<file path="src/rtl/ivt_pkg.sv">
package ivt_pkg;
  localparam int BYTE_W       = 8;
  localparam int CTL_EN_BIT   = 3;
  localparam int CTL_OVF_BIT  = 2;
  localparam int CLR_CMP1_BIT = 3;
  localparam int REQ0_BIT     = 4;
  localparam int REQ1_BIT     = 5;
  localparam logic [BYTE_W-1:0] CLR_MODE_RST = 8'h10;

  // register map, derived from the number of bytes in one count value
  function automatic int map_cmp0(input int nb);
    return 0;
  endfunction
  function automatic int map_cmp1(input int nb);
    return nb;
  endfunction
  function automatic int map_clr(input int nb);
    return 2 * nb;
  endfunction
  function automatic int map_ctl(input int nb);
    return 2 * nb + 1;
  endfunction
  function automatic int map_flg(input int nb);
    return 2 * nb + 2;
  endfunction
  function automatic int map_cnt(input int nb);
    return 2 * nb + 3;
  endfunction
endpackage

</file>
<file path="src/rtl/ivt_rst_sync.sv">
module ivt_rst_sync (
  input  logic clk,
  input  logic rst_n,
  output logic rst_sync_n
);
  logic [1:0] sync_q;
  logic [1:0] sync_d;

  always_comb sync_d = {sync_q[0], 1'b1};

  always_ff @(posedge clk or negedge rst_n) begin
    if (!rst_n) sync_q <= 2'b00;
    else        sync_q <= sync_d;
  end

  assign rst_sync_n = sync_q[1];
endmodule

</file>
<file path="src/rtl/ivt_prescale.sv">
module ivt_prescale #(
  parameter int PRE_W = 3
) (
  input  logic             clk,
  input  logic             rst_n,
  input  logic             run,
  input  logic             stop,
  output logic             tick,
  output logic [PRE_W-1:0] phase
);
  localparam logic [PRE_W-1:0] LAST = {PRE_W{1'b1}};

  logic [PRE_W-1:0] phase_q;
  logic [PRE_W-1:0] phase_d;

  always_comb begin
    if (run && !stop) phase_d = phase_q + 1'b1;
    else              phase_d = '0;
  end

  always_ff @(posedge clk or negedge rst_n) begin
    if (!rst_n) phase_q <= '0;
    else        phase_q <= phase_d;
  end

  assign tick  = run && (phase_q == LAST);
  assign phase = phase_q;
endmodule

</file>
<file path="src/rtl/ivt_counter.sv">
module ivt_counter #(
  parameter int CNT_W = 16
) (
  input  logic             clk,
  input  logic             rst_n,
  input  logic             run,
  input  logic             stop,
  input  logic             tick,
  input  logic             clr_on_cmp1,
  input  logic [CNT_W-1:0] cmp0,
  input  logic [CNT_W-1:0] cmp1,
  output logic [CNT_W-1:0] count,
  output logic             hit0,
  output logic             hit1,
  output logic             wrap
);
  logic [CNT_W-1:0] cnt_q;
  logic [CNT_W-1:0] cnt_d;
  logic [CNT_W:0]   step;

  assign step = {1'b0, cnt_q} + 1'b1;

  always_comb begin
    cnt_d = cnt_q;
    hit0  = 1'b0;
    hit1  = 1'b0;
    wrap  = 1'b0;
    if (stop || !run) begin
      cnt_d = '0;
    end else if (tick) begin
      if (clr_on_cmp1 && (cmp1 == '0)) begin
        cnt_d = '0;
      end else begin
        hit0  = (step == {1'b0, cmp0});
        hit1  = (step == {1'b0, cmp1});
        wrap  = step[CNT_W];
        cnt_d = (clr_on_cmp1 && hit1) ? '0 : step[CNT_W-1:0];
      end
    end
  end

  always_ff @(posedge clk or negedge rst_n) begin
    if (!rst_n) cnt_q <= '0;
    else        cnt_q <= cnt_d;
  end

  assign count = cnt_q;
endmodule

</file>
<file path="src/rtl/ivt_regs.sv">
module ivt_regs
  import ivt_pkg::*;
#(
  parameter int CNT_W  = 16,
  parameter int ADDR_W = 4
) (
  input  logic              clk,
  input  logic              rst_n,
  input  logic              reg_wr,
  input  logic [ADDR_W-1:0] reg_addr,
  input  logic [BYTE_W-1:0] reg_wdata,
  output logic [BYTE_W-1:0] reg_rdata,
  input  logic              ack0,
  input  logic              ack1,
  input  logic              hit0,
  input  logic              hit1,
  input  logic              wrap,
  input  logic [CNT_W-1:0]  count,
  output logic [CNT_W-1:0]  cmp0,
  output logic [CNT_W-1:0]  cmp1,
  output logic              run,
  output logic              stop,
  output logic              ctl_wr,
  output logic              flg_wr,
  output logic              clr_on_cmp1,
  output logic              ovf,
  output logic              req0,
  output logic              req1
);
  localparam int NB    = CNT_W / BYTE_W;
  localparam int A_C0  = map_cmp0(NB);
  localparam int A_C1  = map_cmp1(NB);
  localparam int A_CLR = map_clr(NB);
  localparam int A_CTL = map_ctl(NB);
  localparam int A_FLG = map_flg(NB);
  localparam int A_CNT = map_cnt(NB);

  logic              clr_wr;
  logic [BYTE_W-1:0] clr_q, clr_d;
  logic              en_q, en_d;
  logic              ovf_q, ovf_d;
  logic              r0_q, r0_d;
  logic              r1_q, r1_d;

  assign ctl_wr = reg_wr && (reg_addr == ADDR_W'(A_CTL));
  assign flg_wr = reg_wr && (reg_addr == ADDR_W'(A_FLG));
  assign clr_wr = reg_wr && (reg_addr == ADDR_W'(A_CLR));
  assign stop   = ctl_wr && !reg_wdata[CTL_EN_BIT];

  // compare registers, one byte lane at a time
  for (genvar g = 0; g < NB; g++) begin : g_lane
    logic             w0, w1;
    logic [BYTE_W-1:0] c0_q, c0_d, c1_q, c1_d;
    assign w0 = reg_wr && (reg_addr == ADDR_W'(A_C0 + g));
    assign w1 = reg_wr && (reg_addr == ADDR_W'(A_C1 + g));
    always_comb begin
      c0_d = w0 ? reg_wdata : c0_q;
      c1_d = w1 ? reg_wdata : c1_q;
    end
    always_ff @(posedge clk or negedge rst_n) begin
      if (!rst_n) begin
        c0_q <= '0;
        c1_q <= '0;
      end else begin
        c0_q <= c0_d;
        c1_q <= c1_d;
      end
    end
    assign cmp0[g*BYTE_W +: BYTE_W] = c0_q;
    assign cmp1[g*BYTE_W +: BYTE_W] = c1_q;
  end

  // control, clear mode and request flags
  always_comb begin
    clr_d = clr_wr ? reg_wdata : clr_q;
    en_d  = ctl_wr ? reg_wdata[CTL_EN_BIT] : en_q;
    ovf_d = ctl_wr ? reg_wdata[CTL_OVF_BIT] : ovf_q;
    if (wrap) ovf_d = 1'b1;
    r0_d = r0_q;
    r1_d = r1_q;
    if (flg_wr) begin
      r0_d = reg_wdata[REQ0_BIT];
      r1_d = reg_wdata[REQ1_BIT];
    end
    if (ack0) r0_d = 1'b0;
    if (ack1) r1_d = 1'b0;
    if (hit0) r0_d = 1'b1;
    if (hit1) r1_d = 1'b1;
  end

  always_ff @(posedge clk or negedge rst_n) begin
    if (!rst_n) begin
      clr_q <= CLR_MODE_RST;
      en_q  <= 1'b0;
      ovf_q <= 1'b0;
      r0_q  <= 1'b0;
      r1_q  <= 1'b0;
    end else begin
      clr_q <= clr_d;
      en_q  <= en_d;
      ovf_q <= ovf_d;
      r0_q  <= r0_d;
      r1_q  <= r1_d;
    end
  end

  // read multiplexer
  always_comb begin
    reg_rdata = '0;
    for (int i = 0; i < NB; i++) begin
      if (reg_addr == ADDR_W'(A_C0 + i))  reg_rdata = cmp0[i*BYTE_W +: BYTE_W];
      if (reg_addr == ADDR_W'(A_C1 + i))  reg_rdata = cmp1[i*BYTE_W +: BYTE_W];
      if (reg_addr == ADDR_W'(A_CNT + i)) reg_rdata = count[i*BYTE_W +: BYTE_W];
    end
    if (reg_addr == ADDR_W'(A_CLR)) reg_rdata = clr_q;
    if (reg_addr == ADDR_W'(A_CTL)) begin
      reg_rdata[CTL_EN_BIT]  = en_q;
      reg_rdata[CTL_OVF_BIT] = ovf_q;
    end
    if (reg_addr == ADDR_W'(A_FLG)) begin
      reg_rdata[REQ0_BIT] = r0_q;
      reg_rdata[REQ1_BIT] = r1_q;
    end
  end

  assign run         = en_q;
  assign ovf         = ovf_q;
  assign req0        = r0_q;
  assign req1        = r1_q;
  assign clr_on_cmp1 = clr_q[CLR_CMP1_BIT];
endmodule

</file>
<file path="src/rtl/ivl_timer16.sv">
module ivl_timer16
  import ivt_pkg::*;
#(
  parameter int CNT_W  = 16,
  parameter int PRE_W  = 3,
  parameter int ADDR_W = 4
) (
  input  logic              clk,
  input  logic              rst_n,
  input  logic              reg_wr,
  input  logic [ADDR_W-1:0] reg_addr,
  input  logic [7:0]        reg_wdata,
  output logic [7:0]        reg_rdata,
  input  logic              ack0,
  input  logic              ack1,
  output logic              irq0,
  output logic              irq1
);
  logic             rst_sync_n;
  logic             run, stop, tick, ctl_wr, flg_wr, clr_on_cmp1;
  logic             hit0, hit1, wrap, ovf;
  logic [PRE_W-1:0] phase;
  logic [CNT_W-1:0] count, cmp0, cmp1;

  ivt_rst_sync u_rst (
    .clk        (clk),
    .rst_n      (rst_n),
    .rst_sync_n (rst_sync_n)
  );

  ivt_prescale #(.PRE_W(PRE_W)) u_pre (
    .clk   (clk),
    .rst_n (rst_sync_n),
    .run   (run),
    .stop  (stop),
    .tick  (tick),
    .phase (phase)
  );

  ivt_counter #(.CNT_W(CNT_W)) u_cnt (
    .clk         (clk),
    .rst_n       (rst_sync_n),
    .run         (run),
    .stop        (stop),
    .tick        (tick),
    .clr_on_cmp1 (clr_on_cmp1),
    .cmp0        (cmp0),
    .cmp1        (cmp1),
    .count       (count),
    .hit0        (hit0),
    .hit1        (hit1),
    .wrap        (wrap)
  );

  ivt_regs #(.CNT_W(CNT_W), .ADDR_W(ADDR_W)) u_regs (
    .clk         (clk),
    .rst_n       (rst_sync_n),
    .reg_wr      (reg_wr),
    .reg_addr    (reg_addr),
    .reg_wdata   (reg_wdata),
    .reg_rdata   (reg_rdata),
    .ack0        (ack0),
    .ack1        (ack1),
    .hit0        (hit0),
    .hit1        (hit1),
    .wrap        (wrap),
    .count       (count),
    .cmp0        (cmp0),
    .cmp1        (cmp1),
    .run         (run),
    .stop        (stop),
    .ctl_wr      (ctl_wr),
    .flg_wr      (flg_wr),
    .clr_on_cmp1 (clr_on_cmp1),
    .ovf         (ovf),
    .req0        (irq0),
    .req1        (irq1)
  );
endmodule

</file>
<file path="config.mk">
export PLATFORM = sky130hd
export DESIGN_NAME = ivl_timer16
export DESIGN_NICKNAME = d
export VERILOG_FILES = /design/src/rtl/ivt_pkg.sv /design/src/rtl/ivt_rst_sync.sv /design/src/rtl/ivt_prescale.sv /design/src/rtl/ivt_counter.sv /design/src/rtl/ivt_regs.sv /design/src/rtl/ivl_timer16.sv
export SDC_FILE = /design/constraint.sdc
export NUM_CORES = 1
export LEC_CHECK = 0
export CORE_MARGIN = 1
export CORE_UTILIZATION = 40
export CTS_CLUSTER_SIZE = 16
export DETAILED_ROUTE_END_ITERATION = 8
export PLACE_DENSITY_LB_ADDON = 0.2
export SYNTH_ARGS = -nofsm -noshare
export SYNTH_HDL_FRONTEND = slang
export SYNTH_HIERARCHICAL = 1
export SYNTH_SLANG_ARGS = --single-unit
export TNS_END_PERCENT = 100
</file>
<file path="constraint.sdc">
create_clock -name clk -period 2.27 [get_ports clk]
set_input_delay 0.5675 -clock clk [delete_from_list [all_inputs] [get_ports clk]]
set_output_delay 0.5675 -clock clk [all_outputs]
set_load 0.01 [all_outputs]
</file>
==> metrics.md, run 1 <==
| Metric | Value |
|---|---|
| CTS tree | done |
| Top achievable clock speed | 375 MHz |
| Non-Filler Cell Area, Final | about 0.0071 mm^2 |
| Commonest non-fill, non-tap cell in the layout | buf_4 |
| Fraction of registers with async set/reset | 1.00 |
| Most frequent cells in the layout | buf_4, dfrtp_1, mux2_2 |
| Fraction of layout cells with a size suffix above 1 | 0.468 |
| Synth warn | 6 |
| DR WL/cell | 21.2 um |
| Layout Area Growth over Synthesis | 47.8% |
| H-tree depth | 3 |
| Fin. Hold Viols | 0 |
| Synthesized area | about 0.0048 mm^2 |
| Synth Area per Inst | between 9 and 10 um^2 |
| Iter 0 DRT Violations | about 300 |
| Initial Utilization | 0.417 |
| Status | complete, but fails checks |
| Worst Tran Pin Value | slightly above 800 ps |
| Final HPWL DP | ~13,000 um |
| Fin Clk Skew | approximately 9.0 ps |
| Peak VDD IR | between 0.4 and 0.5 mV |
| Setup WS post-layout | -398 ps |
| Dpl cells | about 800 |
| Cell with the largest stage delay on the worst path | dfrtp_2 |
| Final period utilization | 1.18 |
| Cell area after placement | slightly above 0.006 mm^2 |
| Antenna viol nets, final | 0 |
| Port bufs | 26 |
| Post-Syn Instances | 513 |
| Die Y-Extent | ~110 um |
| Cell mode on critical path | a31oi_1 |
| Mapped Nets | 533 |
| Critical path class | register to register |
| Antenna violations before repair | 0 |
| Post-synth EDFFs | 0 |
| Max-Cap Viols | 0 |
| Slowest stage delay, CP | approximately 450 ps |
| Core region area | around 0.012 mm^2 |
| FF+latch count, synth | 65 |
| Arr. time, crit path | 2860 ps |
| GP Congestion | 0.926 |
| Pwr Density | 574 mW/mm^2 |
| Vias per cell | 5.98 |
| Standard-cell rows | 39 |
| Setup crit end kind | register |
| Fin cells | about 830 |
| # diodes | 0 |
| Final hold slack | around 350 ps |
| Io pins | 27 |
| DIE AREA | about 0.012 mm^2 |
| CTS max path bufs | 2 |
| Pre-antenna DRT Iters | 5 |
| First-pass GRT wire length | about 28,000 um |
| Clock net sink count | 65 |
| Hold/Removal Path Class | register to register |
| Buf+Inv Stages, Crit Path | 2 |
| Final setup violation count | 26 |
| Drt drc | 0 |
| CP delay by family, top | compound AO/OA/AOI/OAI gates |
| NumNets Final | approximately 700 |
| Grt ovf | 0 |
| Crit path max fanout | 8 |
| Largest net degree at the start of global routing | 64 |
| Post-Route WL | roughly 18,000 um |
| Setup repair after global routing missed its margin | yes |
| Register area share after synthesis | 0.338 |
| Die X | 112 um |
| Relative slew slack | 0.457 |
| Distinct cells, synth | just under 80 |
| Clk slew on worst S/H paths | about 60 ps |
| Critical Path RT | approximately 2500 ps |
| Failing checks | setup timing |
| Predominant post-synthesis flop cell | dfrtp_1 |
| Routed vias | between 4,000 and 5,000 |
| Clock root buffer | clkbuf_16 |
| Total GRT Usage | 0.289 |
| Final slew viol count | 0 |
| Critical path cell sequence | ha_4, and4_4, buf_6, xnor2_2, a211o_1, a221oi_2, nand4_1, a211o_4, buf_12, a31oi_1, a31oi_1 |
| Vias in the first global route | 5,052 |
| Clock Latency Late Sink | between 300 and 400 ps |
| Leakage dissipation | ~3 nW |
| Startpoint Class | register |
| CTS Hold Bufs | 0 |
| CTS buffer count | 9 |
| Fin crit period | around 2700 ps |
-- state kept, by name, indices dropped and copies added (netlist names), 2 cells and up --
| signal | count |
|---|---|
| u_cnt/count | 16 |
| u_pre/phase | 3 |
| u_regs/clr_q | 8 |
| u_regs/g_lane.c0_q | 16 |
| u_regs/g_lane.c1_q | 16 |
| u_rst/sync_q | 2 |
-- through the flow --
stage / setup TNS [ps] / worst slack, ps / utilization / total power [mW]
2_1_floorplan: -4360 / -288 / - / 2.15
3_3_place_gp: -25150 / -982 / 0.539 / 2.68
3_5_place_dp: -26840 / -990 / 0.539 / 2.70
4_1_cts: -6780 / -370 / 0.597 / 4.05
5_1_grt: -8890 / -494 / 0.615 / 4.28
6_report: -7050 / -398 / 0.615 / 4.09
-- repair_timing --
item / CTS / global route
setup buffers: 12 / 5
pin swaps: 23 / 27
setup endpoints to repair: 27 / 26
cloned: 3 / 1
gates resized for setup: 119 / 39
-- path summary, 6_finish.rpt --
check | from | to | slack [ps] | cells past startpoint
worst max-delay path | u_cnt/count[1]$_DFFE_PN0P_ | u_cnt/count[11]$_DFFE_PN0P_ | -400 | 11
worst min-delay path | u_rst/sync_q[0]$_DFF_PN0_ | u_rst/sync_q[1]$_DFF_PN0_ | 350 | 0
worst max register to register | u_cnt/count[1]$_DFFE_PN0P_ | u_cnt/count[11]$_DFFE_PN0P_ | -400 | 11
worst min register to register | u_rst/sync_q[0]$_DFF_PN0_ | u_rst/sync_q[1]$_DFF_PN0_ | 350 | 0
max in group asynchronous | u_rst/sync_q[1]$_DFF_PN0_ | u_cnt/count[9]$_DFFE_PN0P_ | 1250 | 1
min in group asynchronous | rst_n | u_rst/sync_q[0]$_DFF_PN0_ | 380 | 1
-- cells in the mapped netlist, types with 4 or more instances --
cell type / count / area share
nand2b_1: 9 / 0.012
dfrtp_1: 64 / 0.33
nand3_1: 10 / 0.010
clkbuf_1: 11 / 0.0086
a21oi_1: 15 / 0.016
nor3_1: 10 / 0.010
or3_1: 6 / 0.0078
nor2b_1: 11 / 0.014
mux2_2: 41 / 0.096
o21ai_1: 6 / 0.0062
o41a_1: 4 / 0.0093
nor2_1: 28 / 0.022
a221oi_1: 4 / 0.0073
and2_1: 8 / 0.010
and3_1: 7 / 0.0091
buf_2: 21 / 0.022
nand4_1: 11 / 0.014
o21ai_0: 18 / 0.019
a22oi_1: 4 / 0.0062
nand2_1: 26 / 0.020
a211o_1: 6 / 0.011
a31oi_1: 30 / 0.039
a32oi_1: 6 / 0.011
inv_1: 7 / 0.0055
buf_6: 4 / 0.0093
nor4_1: 6 / 0.0078
xor2_1: 13 / 0.024
nand4b_1: 5 / 0.0091
a32o_1: 4 / 0.0083
nand3_2: 4 / 0.0083
nor3b_1: 11 / 0.017
a22o_1: 7 / 0.013
xnor2_1: 23 / 0.042
-- area by class of cell --
| type | count | area [um^2] |
|---|---|---|
| multi-input cells | 400 | 3350 |
| well taps | 143 | 179 |
| fillers | 978 | 4450 |
| inverters | 7 | 26.3 |
| clock inverters | 4 | 30.0 |
| clock buffers | 12 | 246 |
| flip-flops and latches | 65 | 1640 |
| repair buffers | 196 | 1650 |
-- power breakdown --
part	internal [mW]	total (mW)	leakage [nW]	switching, mW
sequential	1.35	1.58	0.818	0.225
combinational	0.655	1.23	2.07	0.574
clock	0.770	1.28	0.133	0.513
total	2.78	4.09	3.02	1.31
-- metal layers --
| layer | vias to the layer above | share of wire | global-route usage |
|---|---|---|---|
| met5 | - | 0 | 0 |
| met4 | 0 | 0.030 | 0.102 |
| met3 | 41 | 0.057 | 0.0582 |
| met2 | 170 | 0.49 | 0.495 |
| met1 | 2445 | 0.42 | 0.360 |
| li1 | 2290 | - | - |
-- kinds of logic after synthesis --
group | synth area share
AND/OR/NAND/NOR | 0.228
flip-flops | 0.338
XOR/XNOR | 0.0655
AO/OA/AOI/OAI | 0.206
buffers and inverters | 0.0514
adder cells (fa/ha/maj) | 0.00779
other | 0.000778
multiplexers | 0.102
No activity file was read; power rests on OpenSTA's default activity.
==> run 2, diff against run 1 <==
--- a/config.mk
+++ b/config.mk
@@ -9,6 +9,7 @@
 export CORE_UTILIZATION = 40
 export CTS_CLUSTER_SIZE = 16
 export DETAILED_ROUTE_END_ITERATION = 8
+export MAX_ROUTING_LAYER = met4
 export PLACE_DENSITY_LB_ADDON = 0.2
 export SYNTH_ARGS = -nofsm -noshare
 export SYNTH_HDL_FRONTEND = slang
==> run 2 against run 1 <==
- sequential share of layout area down 0.26 points
- cell count up 1.5%
- total power up 4.6%
- register-to-register slack better by 80 ps
- non-clock buffer count up 12
- via count up 1.8%
- setup slack better by 78 ps
- largest power group unchanged
- die area unchanged
- the flow still finishes with violations (setup timing)
- fmax up 3.0%
- critical path type unchanged
==> metrics.md, run 2 (synthesis gave the netlist of run 1 again) <==
| Metric | Value |
|---|---|
| GP Congestion | 0.905 |
| Arr. time, crit path | roughly 2800 ps |
| Iter 0 DRT Violations | 330 |
| Antenna violations before repair | 0 |
| # diodes | 0 |
| Fin crit period | between 2000 and 3000 ps |
| Sw Share | 0.325 |
| Die X | between 100 and 150 um |
| Core region area | around 0.012 mm^2 |
| Relative slew slack | 0.550 |
| Critical Path RT | around 2500 ps |
| Fraction of layout cells with a size suffix above 1 | 0.477 |
| Port bufs | 26 |
| Setup WS post-layout | -320 ps |
| Top achievable clock speed | 386 MHz |
| CTS tree | done |
| Clock root buffer | clkbuf_16 |
| H-tree depth | 3 |
| Worst Tran Pin Value | 675 ps |
| Worst r2r path cells | 10 |
| Routed vias | between 5,000 and 6,000 |
| Commonest non-fill, non-tap cell in the layout | buf_4 |
| Clock share of power | 0.338 |
| Crit path max fanout | 30 |
| Grt ovf | 0 |
| Int Power | about 2.9 mW |
| Total GRT Usage | 0.301 |
| CP Capture Point | u_cnt/count[15]$_DFFE_PN0P_ |
| Peak VDD IR | 0.482 mV |
| Final slew viol count | 0 |
| Die Y-Extent | 112 um |
| Max-Cap Viols | 0 |
| Largest net degree at the start of global routing | 31 |
| Final Total Pwr | ~4.3 mW |
| Hold/Removal Path Class | register to asynchronous set/reset pin |
| R2r setup slk | -320 ps |
| DIE AREA | 0.0125 mm^2 |
| Most frequent cells in the layout | buf_4, dfrtp_1, mux2_2 |
| First-pass GRT wire length | approximately 28,000 um |
| Gate power share | 0.292 |
| Sequential Power Share | 0.370 |
| Setup crit end kind | register |
| Antenna viol nets, final | 0 |
| Critical Path Start | u_cnt/count[1]$_DFFE_PN0P_ |
| Critical path class | register to register |
| DR WL/cell | around 21 um |
| Pre-antenna DRT Iters | 5 |
| CTS buffer count | 9 |
| Final setup violation count | 22 |
| Clock net sink count | 65 |
| RR Startpoint | u_cnt/count[1]$_DFFE_PN0P_ |
| Drt drc | 0 |
| Final period utilization | 1.14 |
| Post-Route WL | roughly 18,000 um |
| Cell area after placement | 0.00630 mm^2 |
| Initial Utilization | 0.417 |
| CTS Hold Bufs | 0 |
| Standard-cell rows | 39 |
| Failing checks | setup timing |
| CTS max path bufs | 2 |
| Clock Latency Late Sink | roughly 340 ps |
| Startpoint Class | register |
| Vias per cell | around 6 |
| Vias in the first global route | a little over 5,000 |
| Leakage dissipation | between 3 and 4 nW |
| Non-Filler Cell Area, Final | between 0.007 and 0.008 mm^2 |
| Clk slew on worst S/H paths | around 60 ps |
| Status | complete, but fails checks |
| R2r endpoint | u_cnt/count[15]$_DFFE_PN0P_ |
| NumNets Final | around 700 |
| Net Sw Power | ~1.4 mW |
| Final HPWL DP | about 13,000 um |
| Setup repair after global routing missed its margin | yes |
| Fin Clk Skew | 7.12 ps |
| Io pins | 27 |
| Fin. Hold Viols | 0 |
| Pwr Density | between 500 and 600 mW/mm^2 |
| Pre-CTS setup slack | -948 ps |
| Final hold slack | 309 ps |
| TNS Setup | -5330 ps |
| Layout Area Growth over Synthesis | 49.7% |
[run 2: worst min-delay path by stage]
| stage | from | to | slack (ps) | depth (start not counted) |
|---|---|---|---|---|
| finish | u_rst/sync_q[1]$_DFF_PN0_ | u_regs/clr_q[2]$_DFFE_PN0P_ | 310 | 0 |
| global route | u_rst/sync_q[1]$_DFF_PN0_ | u_regs/clr_q[2]$_DFFE_PN0P_ | 370 | 0 |
| detailed placement | u_rst/sync_q[1]$_DFF_PN0_ | u_regs/clr_q[2]$_DFFE_PN0P_ | 330 | 0 |
| global placement | u_rst/sync_q[1]$_DFF_PN0_ | u_regs/clr_q[2]$_DFFE_PN0P_ | 310 | 0 |
| CTS | u_rst/sync_q[1]$_DFF_PN0_ | u_regs/clr_q[2]$_DFFE_PN0P_ | 330 | 0 |
| floorplan | rst_n | u_rst/sync_q[0]$_DFF_PN0_ | 270 | 0 |
[run 2: layer usage]
metal	track usage	vias up	part of all wire
met5	-	-	0
met3	0.0425	38	0.045
li1	-	2314	-
met4	0.115	0	0.026
met2	0.489	171	0.49
met1	0.379	2511	0.44
[run 2: repair_timing]
item,CTS,global route
endpoints found under the setup margin,27,26
buffers inserted,16,8
pin swaps,25,30
hold endpoints to repair,0,0
resized for setup,126,40
cloned,2,0
[run 2: power groups by stage]
| stage | combinational (mW) | sequential (mW) | clock, mW |
|---|---|---|---|
| detailed placement | 1.13 | 1.60 | 0 |
| global route | 1.34 | 1.60 | 1.53 |
| global placement | 1.10 | 1.60 | 0 |
| CTS | 1.19 | 1.58 | 1.48 |
| floorplan | 0.609 | 1.54 | 0 |
| finish | 1.25 | 1.58 | 1.45 |
[run 2: final cells by class]
class                      instances  area [um^2]
inverter                           7         26.3
clock inverter                     7         77.6
tap                              143          179
clock buffer                       9          225
multi-input combinational        400         3270
sequential                        65         1640
fill                             984         4350
timing repair buffer             208         1800
[run 2: critical path, stage by stage, from the launching register on]
cell,delay (ps)
dfrtp_2,430
ha_4,170
and4_4,250
nand4_4,130
xnor2_2,190
a2111oi_1,380
nand4_1,170
a211o_1,300
buf_12,180
a31oi_1,180
a31oi_1,60
[run 2: through the flow]
step | instances | utilization
floorplan | 513 | -
global placement | 798 | 0.545
detailed placement | 798 | 0.545
CTS | 832 | 0.605
global route | 839 | 0.624
finish | 839 | 0.624
==> run 3, diff against run 2 <==
--- a/config.mk
+++ b/config.mk
@@ -9,7 +9,6 @@
 export CORE_UTILIZATION = 40
 export CTS_CLUSTER_SIZE = 16
 export DETAILED_ROUTE_END_ITERATION = 8
-export MAX_ROUTING_LAYER = met4
 export PLACE_DENSITY_LB_ADDON = 0.2
 export SYNTH_ARGS = -nofsm -noshare
 export SYNTH_HDL_FRONTEND = slang
==> results of run 3 <==
No change in the layout: final DEF, timing and power equal those of run 1.
